===== src/rtl/ifga_pkg.sv =====
package ifga_pkg;
    localparam int LANES  = 4;
    localparam int LANE_W = 8;
    localparam int WORD_W = LANES * LANE_W;

    // per-entry side information kept next to the data lanes
    typedef struct packed {
        logic [1:0] zind;   // [1] lane 3 zero, [0] lane 2 zero
        logic [1:0] len;    // [1] lane 1 used, [0] lane 0 used when [1] set
    } meta_t;

    localparam meta_t META_RST = '{zind: 2'b11, len: 2'b00};
endpackage


===== src/rtl/ifga_lane_bank.sv =====
module ifga_lane_bank #(
    parameter int DEPTH  = 16,
    parameter int W      = 8,
    localparam int AW    = $clog2(DEPTH)
) (
    input  logic          clk,
    input  logic          rst_n,
    input  logic          wr_en,
    input  logic [AW-1:0] wr_addr,
    input  logic [W-1:0]  wr_data,
    input  logic          rd_en,
    input  logic [AW-1:0] rd_addr,
    output logic [W-1:0]  rd_data
);
    logic [W-1:0] mem [DEPTH];

    typedef struct packed {
        logic [W-1:0] dout;
    } bank_st_t;

    bank_st_t st_d, st_q;

    always_comb begin
        st_d = st_q;
        st_d.dout = rd_en ? mem[rd_addr] : '0;
    end

    always_ff @(posedge clk) begin
        if (!rst_n) st_q <= '0;
        else        st_q <= st_d;
        if (wr_en) mem[wr_addr] <= wr_data;
    end

    assign rd_data = st_q.dout;
endmodule


===== src/rtl/ifga_lane_gate.sv =====
module ifga_lane_gate
    import ifga_pkg::*;
(
    input  logic [WORD_W-1:0] fill_instr,
    input  logic [1:0]        fill_len,
    input  meta_t             rd_meta,
    output meta_t             wr_meta,
    output logic [LANES-1:0]  wr_lane_en,
    output logic [LANES-1:0]  rd_lane_en,
    output logic [1:0]        zero_skips,
    output logic [1:0]        len_skips
);
    logic lo1_rd, lo0_rd;

    always_comb begin
        wr_meta.zind[1] = (fill_instr[31:24] == '0);
        wr_meta.zind[0] = (fill_instr[23:16] == '0);
        wr_meta.len     = fill_len;

        wr_lane_en[3] = !wr_meta.zind[1];
        wr_lane_en[2] = !wr_meta.zind[0];
        wr_lane_en[1] = fill_len[1];
        wr_lane_en[0] = fill_len[1] & fill_len[0];

        lo1_rd = rd_meta.len[1];
        lo0_rd = rd_meta.len[1] & rd_meta.len[0];

        rd_lane_en = {!rd_meta.zind[1], !rd_meta.zind[0], lo1_rd, lo0_rd};

        zero_skips = {1'b0, rd_meta.zind[1]} + {1'b0, rd_meta.zind[0]};
        len_skips  = {1'b0, !lo1_rd} + {1'b0, !lo0_rd};
    end
endmodule


===== src/rtl/ifetch_gate_array.sv =====
module ifetch_gate_array
    import ifga_pkg::*;
#(
    parameter int DEPTH  = 16,
    parameter int CNT_W  = 16,
    localparam int ADDR_W = $clog2(DEPTH)
) (
    input  logic              clk,
    input  logic              rst_n,
    input  logic              fill_en,
    input  logic [ADDR_W-1:0] fill_addr,
    input  logic [31:0]       fill_instr,
    input  logic [1:0]        fill_len,
    input  logic              fetch_en,
    input  logic [ADDR_W-1:0] fetch_addr,
    output logic [31:0]       fetch_instr,
    output logic              fetch_valid,
    output logic [CNT_W-1:0]  zero_skip_cnt,
    output logic [CNT_W-1:0]  len_skip_cnt
);
    typedef struct packed {
        logic             vld;
        logic [CNT_W-1:0] zcnt;
        logic [CNT_W-1:0] lcnt;
    } top_st_t;

    top_st_t st_d, st_q;
    meta_t   meta_d [DEPTH];
    meta_t   meta_q [DEPTH];

    meta_t            wr_meta;
    logic [LANES-1:0] wr_lane_en, rd_lane_en;
    logic [1:0]       zero_skips, len_skips;
    logic [LANE_W-1:0] lane_out [LANES];

    ifga_lane_gate u_gate (
        .fill_instr (fill_instr),
        .fill_len   (fill_len),
        .rd_meta    (meta_q[fetch_addr]),
        .wr_meta    (wr_meta),
        .wr_lane_en (wr_lane_en),
        .rd_lane_en (rd_lane_en),
        .zero_skips (zero_skips),
        .len_skips  (len_skips)
    );

    for (genvar g = 0; g < LANES; g++) begin : g_lane
        ifga_lane_bank #(.DEPTH(DEPTH), .W(LANE_W)) u_bank (
            .clk     (clk),
            .rst_n   (rst_n),
            .wr_en   (fill_en & wr_lane_en[g]),
            .wr_addr (fill_addr),
            .wr_data (fill_instr[g*LANE_W +: LANE_W]),
            .rd_en   (fetch_en & rd_lane_en[g]),
            .rd_addr (fetch_addr),
            .rd_data (lane_out[g])
        );
        assign fetch_instr[g*LANE_W +: LANE_W] = lane_out[g];
    end

    always_comb begin
        st_d     = st_q;
        st_d.vld = fetch_en;
        if (fetch_en) begin
            st_d.zcnt = st_q.zcnt + CNT_W'(zero_skips);
            st_d.lcnt = st_q.lcnt + CNT_W'(len_skips);
        end
        for (int i = 0; i < DEPTH; i++) meta_d[i] = meta_q[i];
        if (fill_en) meta_d[fill_addr] = wr_meta;
    end

    always_ff @(posedge clk) begin
        if (!rst_n) begin
            st_q <= '0;
            for (int i = 0; i < DEPTH; i++) meta_q[i] <= META_RST;
        end else begin
            st_q <= st_d;
            for (int i = 0; i < DEPTH; i++) meta_q[i] <= meta_d[i];
        end
    end

    assign fetch_valid   = st_q.vld;
    assign zero_skip_cnt = st_q.zcnt;
    assign len_skip_cnt  = st_q.lcnt;
endmodule


===== config.mk =====
export PLATFORM = sky130hd
export DESIGN_NAME = ifetch_gate_array
export DESIGN_NICKNAME = d
export VERILOG_FILES = /design/src/rtl/ifga_pkg.sv /design/src/rtl/ifga_lane_bank.sv /design/src/rtl/ifga_lane_gate.sv /design/src/rtl/ifetch_gate_array.sv
export SDC_FILE = /design/constraint.sdc
export NUM_CORES = 1
export LEC_CHECK = 0
export BUFFER_PORTS_ARGS = -buffer_cell sky130_fd_sc_hd__buf_4
export CORE_MARGIN = 5
export CORE_UTILIZATION = 56
export CTS_CLUSTER_DIAMETER = 30
export CTS_CLUSTER_SIZE = 10
export DETAILED_ROUTE_END_ITERATION = 10
export PLACE_DENSITY = 0.8
export SYNTH_ARGS = -nofsm -noshare
export SYNTH_HDL_FRONTEND = slang
export SYNTH_HIERARCHICAL = 1
export SYNTH_SLANG_ARGS = --single-unit

===== constraint.sdc =====
create_clock -name clk -period 3.78 [get_ports clk]
set_clock_uncertainty 0.15 [all_clocks]
set_input_delay 0.378 -clock clk [delete_from_list [all_inputs] [get_ports clk]]
set_output_delay 0.378 -clock clk [all_outputs]
set_load 0.05 [all_outputs]

Yosys cells after proc, flatten, opt, wreduce, memory -nomap -nowiden

Memory sizes are Yosys's and may differ from the RTL's. A register that Yosys moved wholly into a read port is not among the register bits.
Index checks and enable logic that the tools add are counted.

$lt $le $gt $ge: 2
Add/sub/neg operators: 4
Bitwise operators: 27
Multiplexer cells: 30
Reductions and logical operators: 17

Operator list:

| kind                                                                  | count |
|---|---|
| 4-bit 2-to-1 mux                                                      | 17 |
| 64-bit bitwise mux                                                    | 1 |
| 64-bit 2-to-1 mux                                                     | 1 |
| 16-bit by 2-bit adder with 16-bit output                              | 2 |
| 4-bit demux with 4-bit select                                         | 1 |
| 8-bit logical NOT                                                     | 2 |
| 1-bit bitwise OR                                                      | 16 |
| 1-bit AND                                                             | 10 |
| 1-bit logical NOT                                                     | 10 |
| 1-bit 2-to-1 mux                                                      | 10 |
| 2-bit AND reduction                                                   | 4 |
| 5-bit greater-or-equal comparator (second input constant)             | 1 |
| 5-bit by 1-bit < comparator with 1-bit output (second input constant) | 1 |
| 4-bit inverter with 5-bit output                                      | 1 |
| 1-bit by 1-bit adder with 2-bit output                                | 2 |
| 1-bit logical AND                                                     | 1 |

Memories: 5
Output and inout bits: 65
Bits of input ports: 46
Memory bits (writable): 576
Bits in registers: 33

Memory list:

| name                 | depth | bits a word | rd ports | clocked after memory_dff | write ports | line                    | RTL |
|---|---|---|---|---|---|---|---|
| g_lane[0].u_bank.mem | 16    | 8           | 1        | 1                        | 1           | ifga_lane_bank.sv:15    | `logic [W-1:0] mem [DEPTH];` |
| g_lane[1].u_bank.mem | 16    | 8           | 1        | 1                        | 1           | ifga_lane_bank.sv:15    |  |
| g_lane[2].u_bank.mem | 16    | 8           | 1        | 1                        | 1           | ifga_lane_bank.sv:15    |  |
| g_lane[3].u_bank.mem | 16    | 8           | 1        | 1                        | 1           | ifga_lane_bank.sv:15    |  |
| meta_q               | 16    | 4           | 17       | 0                        | 16          | ifetch_gate_array.sv:29 | `meta_t meta_q [DEPTH];` |

Depth between registers and ports, before layout

Gate-level depths: netlist of the first run.

Depth in word-level cells: 8
Gate-level depth with buffers: 14
Depth with buffers taken out: 12

Modules after synthesis

The synthesis of the first run kept the hierarchy.

By module, submodules not included:

| module            | sequential area each (sq um) | area an instance (sq um) | instances | cells an instance |
|---|---|---|---|---|
| ifga_lane_bank    | 4,003.8                      | 5,186.2                  | 4         | 250 |
| ifetch_gate_array | 1,941.9                      | 4,488.1                  | 1         | 502 |
| ifga_lane_gate    | 0.0                          | 122.6                    | 1         | 20 |

Worst setup path after synthesis of the first run

No wires, ideal clock.

Path type: input to register
From: input port fetch_addr[0]
To: register st_q (netlist bit zero_skip_cnt[14])
Path slack: 0.242 ns
Data arrival time: 3.260 ns
Setup time: 0.128 ns
Data required time: 3.502 ns
Stages: 13
Cells stage by stage: buf_2 buf_2 mux4_2 a22oi_1 nand3_1 ha_1 ha_1 inv_1 fa_1 nand2b_1 nor4_1 xnor2_1 nor2_1

Word-level cells in the longest chain between the ends: 3

Ends and longest elaborated chain:

| element                                  | line                    | RTL |
|---|---|---|
| start, declared                          | ifetch_gate_array.sv:15 | `input logic [ADDR_W-1:0] fetch_addr,` |
| memory 16 x 4 bit                        | -                       |  |
| 1-bit by 1-bit adder with 2-bit output   | ifga_lane_gate.sv:30    | `zero_skips = {1'b0, rd_meta.zind[1]} + {1'b0, rd_meta.zind[0]};` |
| named net zero_skips[0]                  | ifetch_gate_array.sv:33 | `logic [1:0] zero_skips, len_skips;` |
| 16-bit by 2-bit adder with 16-bit output | ifetch_gate_array.sv:65 | `st_d.zcnt = st_q.zcnt + CNT_W'(zero_skips);` |
| end signal, assigned                     | ifetch_gate_array.sv:77 | `st_q <= st_d;` |
| end, declared                            | ifetch_gate_array.sv:27 | `top_st_t st_d, st_q;` |

The timed path passes the listed nets, and every way through them passes these cells.
A chain may end at the register's enable or synchronous reset.

==> flow_metrics.env, run 1 <==
export IMPL_synth_edf_count=512
export IMPL_setup_violations=0
export IMPL_synth_seq_cells=641
export IMPL_fin_crit_sh_pct=87.7
export IMPL_critPathMaxFanout=7
export IMPL_yosysMostFrequentCell="edfxtp_1"
export IMPL_ys_top_cells_by_area="edfxtp_1, dfxtp_1, mux4_2"
export IMPL_grt_start_max_net_pins=120
export IMPL_end_kind="register"
export IMPL_first_pass_iters=6
export IMPL_die_x_um=223
export IMPL_hold_violations=0
export IMPL_slew_viol_final=0
export IMPL_ant_nets=0
export IMPL_clk_pin_slew_ns=0.05
export IMPL_post_cts_resized=0
export IMPL_leakagePower_nw=10.8
export IMPL_combPwrFrac_pct=4.5
export IMPL_antenna_found_initial=3
export IMPL_post_cts_buffers=0
export IMPL_layout_cells_non_filler=2406
export IMPL_synthArstFlopShare_pct=0
export IMPL_seq_power_share_pct=42.8
export IMPL_yosysSeqAreaShare_pct=70.8
export IMPL_syn_inst=1522
export IMPL_cts_buffers=109
export IMPL_io_pins=111
export IMPL_max_cap_violations=0
export IMPL_synth_top_cell_by_area="edfxtp_1"
export IMPL_drt_iter0_drc=1496
export IMPL_tightest_slew_ns=1.12
export IMPL_port_buffers=110
export IMPL_ir_drop_mv=0.376
export IMPL_fin_ws_ns=0.464
export IMPL_max_freq_ghz=0.302
export IMPL_dp_slack_ns=0.109
export IMPL_synth_common_cells="edfxtp_1, dfxtp_1, mux4_2, nor2_1, mux2i_1"
export IMPL_critPathArrivalTime_ns=3.63
export IMPL_power_total_mw=18.1
export IMPL_netSwitchingPower_mw=3.86
export IMPL_yosys_warnings=6
export IMPL_core_um2=45100
export IMPL_start_util_pct=56.2
export IMPL_tns_ns=0
export IMPL_rows=78
export IMPL_max_slew_margin_pct=25.3
export IMPL_netSwitchingFraction_pct=21.3
export IMPL_p_per_area_nw_per_um2=591
export IMPL_critPathLaunch="meta_q[3][3]"
export IMPL_hp_class="input pin to register"
export IMPL_cts_tree="yes"
export IMPL_synth_flop_cell="edfxtp_1"
export IMPL_yosysTopAreaCellShare_pct=60.6
export IMPL_worstHoldStart="fill_en"
export IMPL_clk_latency_ns=0.65
export IMPL_drive_gt1_share_pct=24.5
export IMPL_nNetsFinal=1767
export IMPL_ys_types=49
export IMPL_clkPwrFrac_pct=52.7
export IMPL_syn_num_nets=1575
export IMPL_syn_cell_area_um2=25400
export IMPL_outcome="finished, final reports clean"
export IMPL_grt_use_total_pct=22.9
export IMPL_vias_per_cell=6.09
export IMPL_dieArea_um2=49600
export IMPL_syn_to_final_growth_pct=21.0
export IMPL_vias=14600
export IMPL_cts_buffer_depth=3
export IMPL_detail_route_wirelength_mm=57.0
export IMPL_grt_overflow_total=0
export IMPL_period_needed_ns=3.32
export IMPL_criticalPathCategory="register to register"
export IMPL_dp_cells=2166
export IMPL_rsz0062_at_grt="false"
export IMPL_place_gp_congestion=0.826
export IMPL_required_ns=4.10
export IMPL_worstReg2RegStart="meta_q[3][3]"
export IMPL_avgSynthCellArea_um2=16.7
export IMPL_cp_start_kind="register"
export IMPL_post_route_drc_count=0
export IMPL_die_y_um=223
export IMPL_grt_pass1_vias=15200
export IMPL_dp_hpwl_mm=33.3
export IMPL_fill_cells=2860
export IMPL_diodes=0
export IMPL_root_buffer="clkbuf_16"
export IMPL_htreeDepth=3
export IMPL_fin_util_pct=68.0
export IMPL_intPower_mw=14.3
export IMPL_grt_pass1_wl_mm=88.2
export IMPL_wl_per_cell_um=23.7
export IMPL_clock_sinks=641
## worst max-delay path: stages, from the launching register on
cell and delay, ns:
dfxtp_1 0.31, mux4_2 0.47, a22oi_1 0.24, nand3_1 0.15
ha_1 0.34, ha_1 0.18, inv_1 0.06, fa_1 0.41
nand2b_1 0.24, nor4_1 0.38, xnor2_1 0.16, nor2_1 0.06
## cell usage in the layout (no fill, tap or decap), types with 6 or more instances in the layout
| cell | count |
|---|---|
| nand2b_1 | 11 |
| clkbuf_1 | 10 |
| or3_1 | 8 |
| nand3b_1 | 12 |
| nor4_1 | 6 |
| bufinv_16 | 10 |
| nor2b_1 | 8 |
| clkinv_1 | 12 |
| xor2_1 | 10 |
| buf_4 | 132 |
| mux2i_1 | 90 |
| clkinvlp_4 | 10 |
| and3_1 | 39 |
| edfxtp_1 | 512 |
| inv_6 | 6 |
| clkinv_4 | 7 |
| o21ai_0 | 43 |
| nand2_1 | 78 |
| a22oi_1 | 36 |
| inv_1 | 9 |
| a21oi_1 | 31 |
| clkbuf_8 | 9 |
| and2_1 | 13 |
| a221o_1 | 32 |
| clkbuf_16 | 112 |
| dfxtp_1 | 129 |
| nor2_1 | 98 |
| nor3_1 | 24 |
| a22o_1 | 32 |
| xnor2_1 | 8 |
| clkinv_2 | 24 |
| mux4_2 | 112 |
| dlygate4sd3_1 | 36 |
| nand3_1 | 44 |
| nand4_1 | 9 |
## layer usage
layer	global-route usage, %	up-vias	share of wire, %
li1	-	6462	-
met1	31.1	7364	39
met2	37.8	699	50
met3	4.02	118	8.4
met4	8.04	2	2.5
met5	0	-	0.035
## cell type report
cell class | count | area, um2 | area share [%]
Sequential cell | 641 | 18000 | 58.5
Multi-Input combinational cell | 780 | 6860 | 22.3
Clock buffer | 131 | 2960 | 9.66
Timing Repair Buffer | 172 | 1410 | 4.61
Tap cell | 600 | 751 | 2.45
Clock inverter | 72 | 703 | 2.29
Inverter | 10 | 37.5 | 0.122
## path summary, 6_finish.rpt
path              slack [ns]                end  cells after the start
setup / recovery        0.46  zero_skip_cnt[14]                     11
hold / removal          0.21       meta_q[0][1]                      4
setup reg to reg        0.46  zero_skip_cnt[14]                     11
hold reg to reg         0.32       meta_q[0][3]                      2
## per-stage QoR
stage                     hold WS, ns  area [um2]
after global routing            0.204       30700
final                           0.206       30700
after global placement          0.299       26600
after floorplan                 0.283       25400
after detailed placement        0.308       26600
after CTS                       0.158       30700
## sequential cells by signal, indices dropped and copies added (netlist names)
register	count
meta_q	64
fetch_valid	1
len_skip_cnt	16
zero_skip_cnt	16
g_lane.u_bank/rd_data	32
g_lane.u_bank/mem	512
## repair_timing
item	4_1_cts	5_1_grt
hold buffers	36	0
hold endpoints to repair	547	0
setup endpoints to repair	0	0
## power groups by stage
stage	combinational [mW]	sequential, mW	clock [mW]
final	0.809	7.78	9.56
after global placement	0.749	7.90	0
after CTS	0.809	7.77	9.67
after detailed placement	0.770	7.91	0
after global routing	0.862	7.78	10.0
after floorplan	0.426	7.94	0
## cells by family after synthesis
family                     count (synthesis)  synth area share [%]
xor gates and xnor gates                  18                 0.622
muxes                                    202                  13.5
DFF                                      641                  70.8
adders and majority gates                  7                 0.405
buffers and inverters                    101                  2.14
AOI/OAI and AO/OA                        180                  5.07
and+or+nand+nor                          373                  7.44
(Power assumes the default switching activity.)
==> inputs of run 2 (changes only) <==
--- a/config.mk
+++ b/config.mk
@@ -14,5 +14,4 @@
 export PLACE_DENSITY = 0.8
 export SYNTH_ARGS = -nofsm -noshare
 export SYNTH_HDL_FRONTEND = slang
-export SYNTH_HIERARCHICAL = 1
 export SYNTH_SLANG_ARGS = --single-unit
==> constraint.sdc (replaced) <==
create_clock -name clk -period 3.78 [get_ports clk]
set_clock_uncertainty 0.15 [all_clocks]
set_input_delay 0.378 -clock clk [delete_from_list [all_inputs] [get_ports clk]]
set_output_delay 0.378 -clock clk [all_outputs]
set_load 0.005 [all_outputs]
==> flow_metrics.env, run 2 <==
export IMPL_required_ns=4.19
export IMPL_yosysMostFrequentCell="edfxtp_1"
export IMPL_rsz0062_at_grt="false"
export IMPL_fill_cells=2596
export IMPL_regMostFlops="g_lane.u_bank.mem"
export IMPL_max_freq_ghz=0.308
export IMPL_ys_types=46
export IMPL_fin_util_pct=70.0
export IMPL_yosysTopAreaCellShare_pct=61.4
export IMPL_synth_edf_count=512
export IMPL_grt_start_max_net_pins=103
export IMPL_tightest_slew_ns=1.24
export IMPL_fin_ws_ns=0.530
export IMPL_yosys_warnings=0
export IMPL_ant_nets=0
export IMPL_hold_violations=0
export IMPL_dr_wl_met3_mm=5.32
export IMPL_grt_use_total_pct=23.9
export IMPL_p_per_area_nw_per_um2=622
export IMPL_grt_pass1_wl_mm=88.5
export IMPL_avgSynthCellArea_um2=18.8
export IMPL_clk_pin_slew_ns=0.05
export IMPL_grt_pass1_vias=14300
export IMPL_clk_latency_ns=0.64
export IMPL_hp_class="input pin to register"
export IMPL_htreeDepth=3
export IMPL_fin_crit_sh_pct=86.0
export IMPL_largest_reg_flops=512
export IMPL_met2_length_mm=30.1
export IMPL_die_y_um=221
export IMPL_power_total_mw=19.2
export IMPL_setup_violations=0
export IMPL_grt_overflow_total=0
export IMPL_end_kind="register"
export IMPL_synthArstFlopShare_pct=0
export IMPL_nNetsFinal=1610
export IMPL_start_util_pct=56.6
export IMPL_synth_seq_cells=641
export IMPL_dieArea_um2=49000
export IMPL_mostFrequentLayoutCells="edfxtp_1, buf_4, dfxtp_1"
export IMPL_drt_iter0_drc=1885
export IMPL_core_um2=44200
export IMPL_final_common_cell="edfxtp_1"
export IMPL_dp_hpwl_mm=31.9
export IMPL_io_pins=111
export IMPL_post_route_drc_count=0
export IMPL_place_gp_congestion=0.883
export IMPL_first_pass_iters=8
export IMPL_syn_inst=1330
export IMPL_slew_viol_final=0
export IMPL_path_buf_inv=1
export IMPL_max_cap_violations=0
export IMPL_yosysSeqAreaShare_pct=71.7
export IMPL_syn_to_final_growth_pct=23.5
export IMPL_syn_cell_area_um2=25000
export IMPL_outcome="finished, final reports clean"
export IMPL_cts_buffers=114
export IMPL_wl_met1_mm=22.0
export IMPL_tns_ns=0
export IMPL_vias_per_cell=6.13
export IMPL_die_x_um=221
export IMPL_cp_start_kind="register"
export IMPL_rows=77
export IMPL_post_cts_resized=0
export IMPL_wl_per_cell_um=26.2
export IMPL_dp_slack_ns=0.263
export IMPL_cp_top_family="simple AND/OR/NAND/NOR gates"
export IMPL_root_buffer="clkbuf_16"
export IMPL_ir_drop_mv=0.456
export IMPL_synth_common_cells="edfxtp_1, dfxtp_1, mux4_2, nor2_1, nand2_1"
export IMPL_antenna_found_initial=6
export IMPL_cp_slowest_cell="a2111oi_0"
export IMPL_criticalPathCategory="register to register"
export IMPL_critPathMaxFanout=5
export IMPL_max_slew_margin_pct=17.0
export IMPL_cts_buffer_depth=3
export IMPL_cts_tree="yes"
export IMPL_path_cells="nor2b_1, a2111oi_0, nor3_1, nand3_1, o31ai_1, fa_1, inv_1, ha_1, and3_1, nand3_1, or3_1, a21boi_0"
export IMPL_critPathArrivalTime_ns=3.66
export IMPL_period_needed_ns=3.25
export IMPL_leakagePower_nw=10.8
export IMPL_ys_top_cells_by_area="edfxtp_1, mux4_2, dfxtp_1"
export IMPL_clock_sinks=641
export IMPL_drive_gt1_share_pct=28.2
export IMPL_highest_layer="met5"
export IMPL_synth_top_cell_by_area="edfxtp_1"
export IMPL_detail_route_wirelength_mm=59.2
export IMPL_syn_num_nets=1380
export IMPL_regArea_um2=18000
export IMPL_synth_flop_cell="edfxtp_1"
export IMPL_multi_input_area_um2=6650
export IMPL_port_buffers=110
export IMPL_slowest_delay_ns=0.48
export IMPL_vias=13800
export IMPL_path_common_cell="nand3_1"
## run 2: cell count changes after synthesis, moves of 19 or more
cell | previous run | this run
mux2i_1 | 90 | 17
mux4_1 | 0 | 51
a22oi_1 | 36 | 2
nor2b_1 | 8 | 42
a221o_1 | 32 | 0
a22o_1 | 32 | 0
nand3_1 | 44 | 12
a21oi_1 | 31 | 0
and2_1 | 13 | 40
a21boi_0 | 0 | 22
and3_1 | 39 | 20
## run 2: final cells by class
class                      count  area share (%)
antenna                        3          0.0243
sequential                   641            58.1
tap                          592            2.39
inverter                       5          0.0607
timing repair buffer         178            4.67
clock buffer                 124            9.48
multi-input combinational    620            21.5
clock inverter                94            3.84
## run 2: where the power goes
part | internal, mW | switching [mW]
Combinational | 0.328 | 0.370
Clock | 7.21 | 3.55
Sequential | 7.73 | 0.0376
Total | 15.3 | 3.96
## run 2: final timing paths
kind	start	endpoint	slack, ns	depth (start not counted)
hold reg to reg	meta_q[9][0]	meta_q[9][0]	0.32	2
hold / removal	rst_n	meta_q[1][1]	0.06	2
setup / recovery	meta_q[8][1]	len_skip_cnt[12]	0.53	12
setup reg to reg	meta_q[8][1]	len_skip_cnt[12]	0.53	12
## run 2: repair_timing
item,in CTS,in global routing
setup buffers,0,0
hold buffers,34,0
hold endpoints to repair,530,0
## run 2: routing by layer
metal / up-vias / global-route usage, %
li1: 5819 / -
met1: 7062 / 31.4
met2: 806 / 40.0
met3: 149 / 5.16
met4: 8 / 8.75
met5: - / 0
## run 2: per-stage QoR
step                hold slack, ns  cells  cell area (um2)
finish                      0.0598   2257            30900
global route                0.0665   2256            30900
CTS                         0.0272   2254            30900
detailed placement           0.310   2002            26500
global placement             0.301   2002            26500
floorplan                    0.290   1330            25000
## run 2: cells by family after synthesis
kind of cell	count (synthesis)	synth area share [%]
DFF	641	71.7
AOI/OAI and AO/OA	84	2.13
xor gates and xnor gates	22	0.769
adders and majority gates	4	0.260
muxes	192	17.1
buffers and inverters	69	1.75
and+or+nand+nor	318	6.29
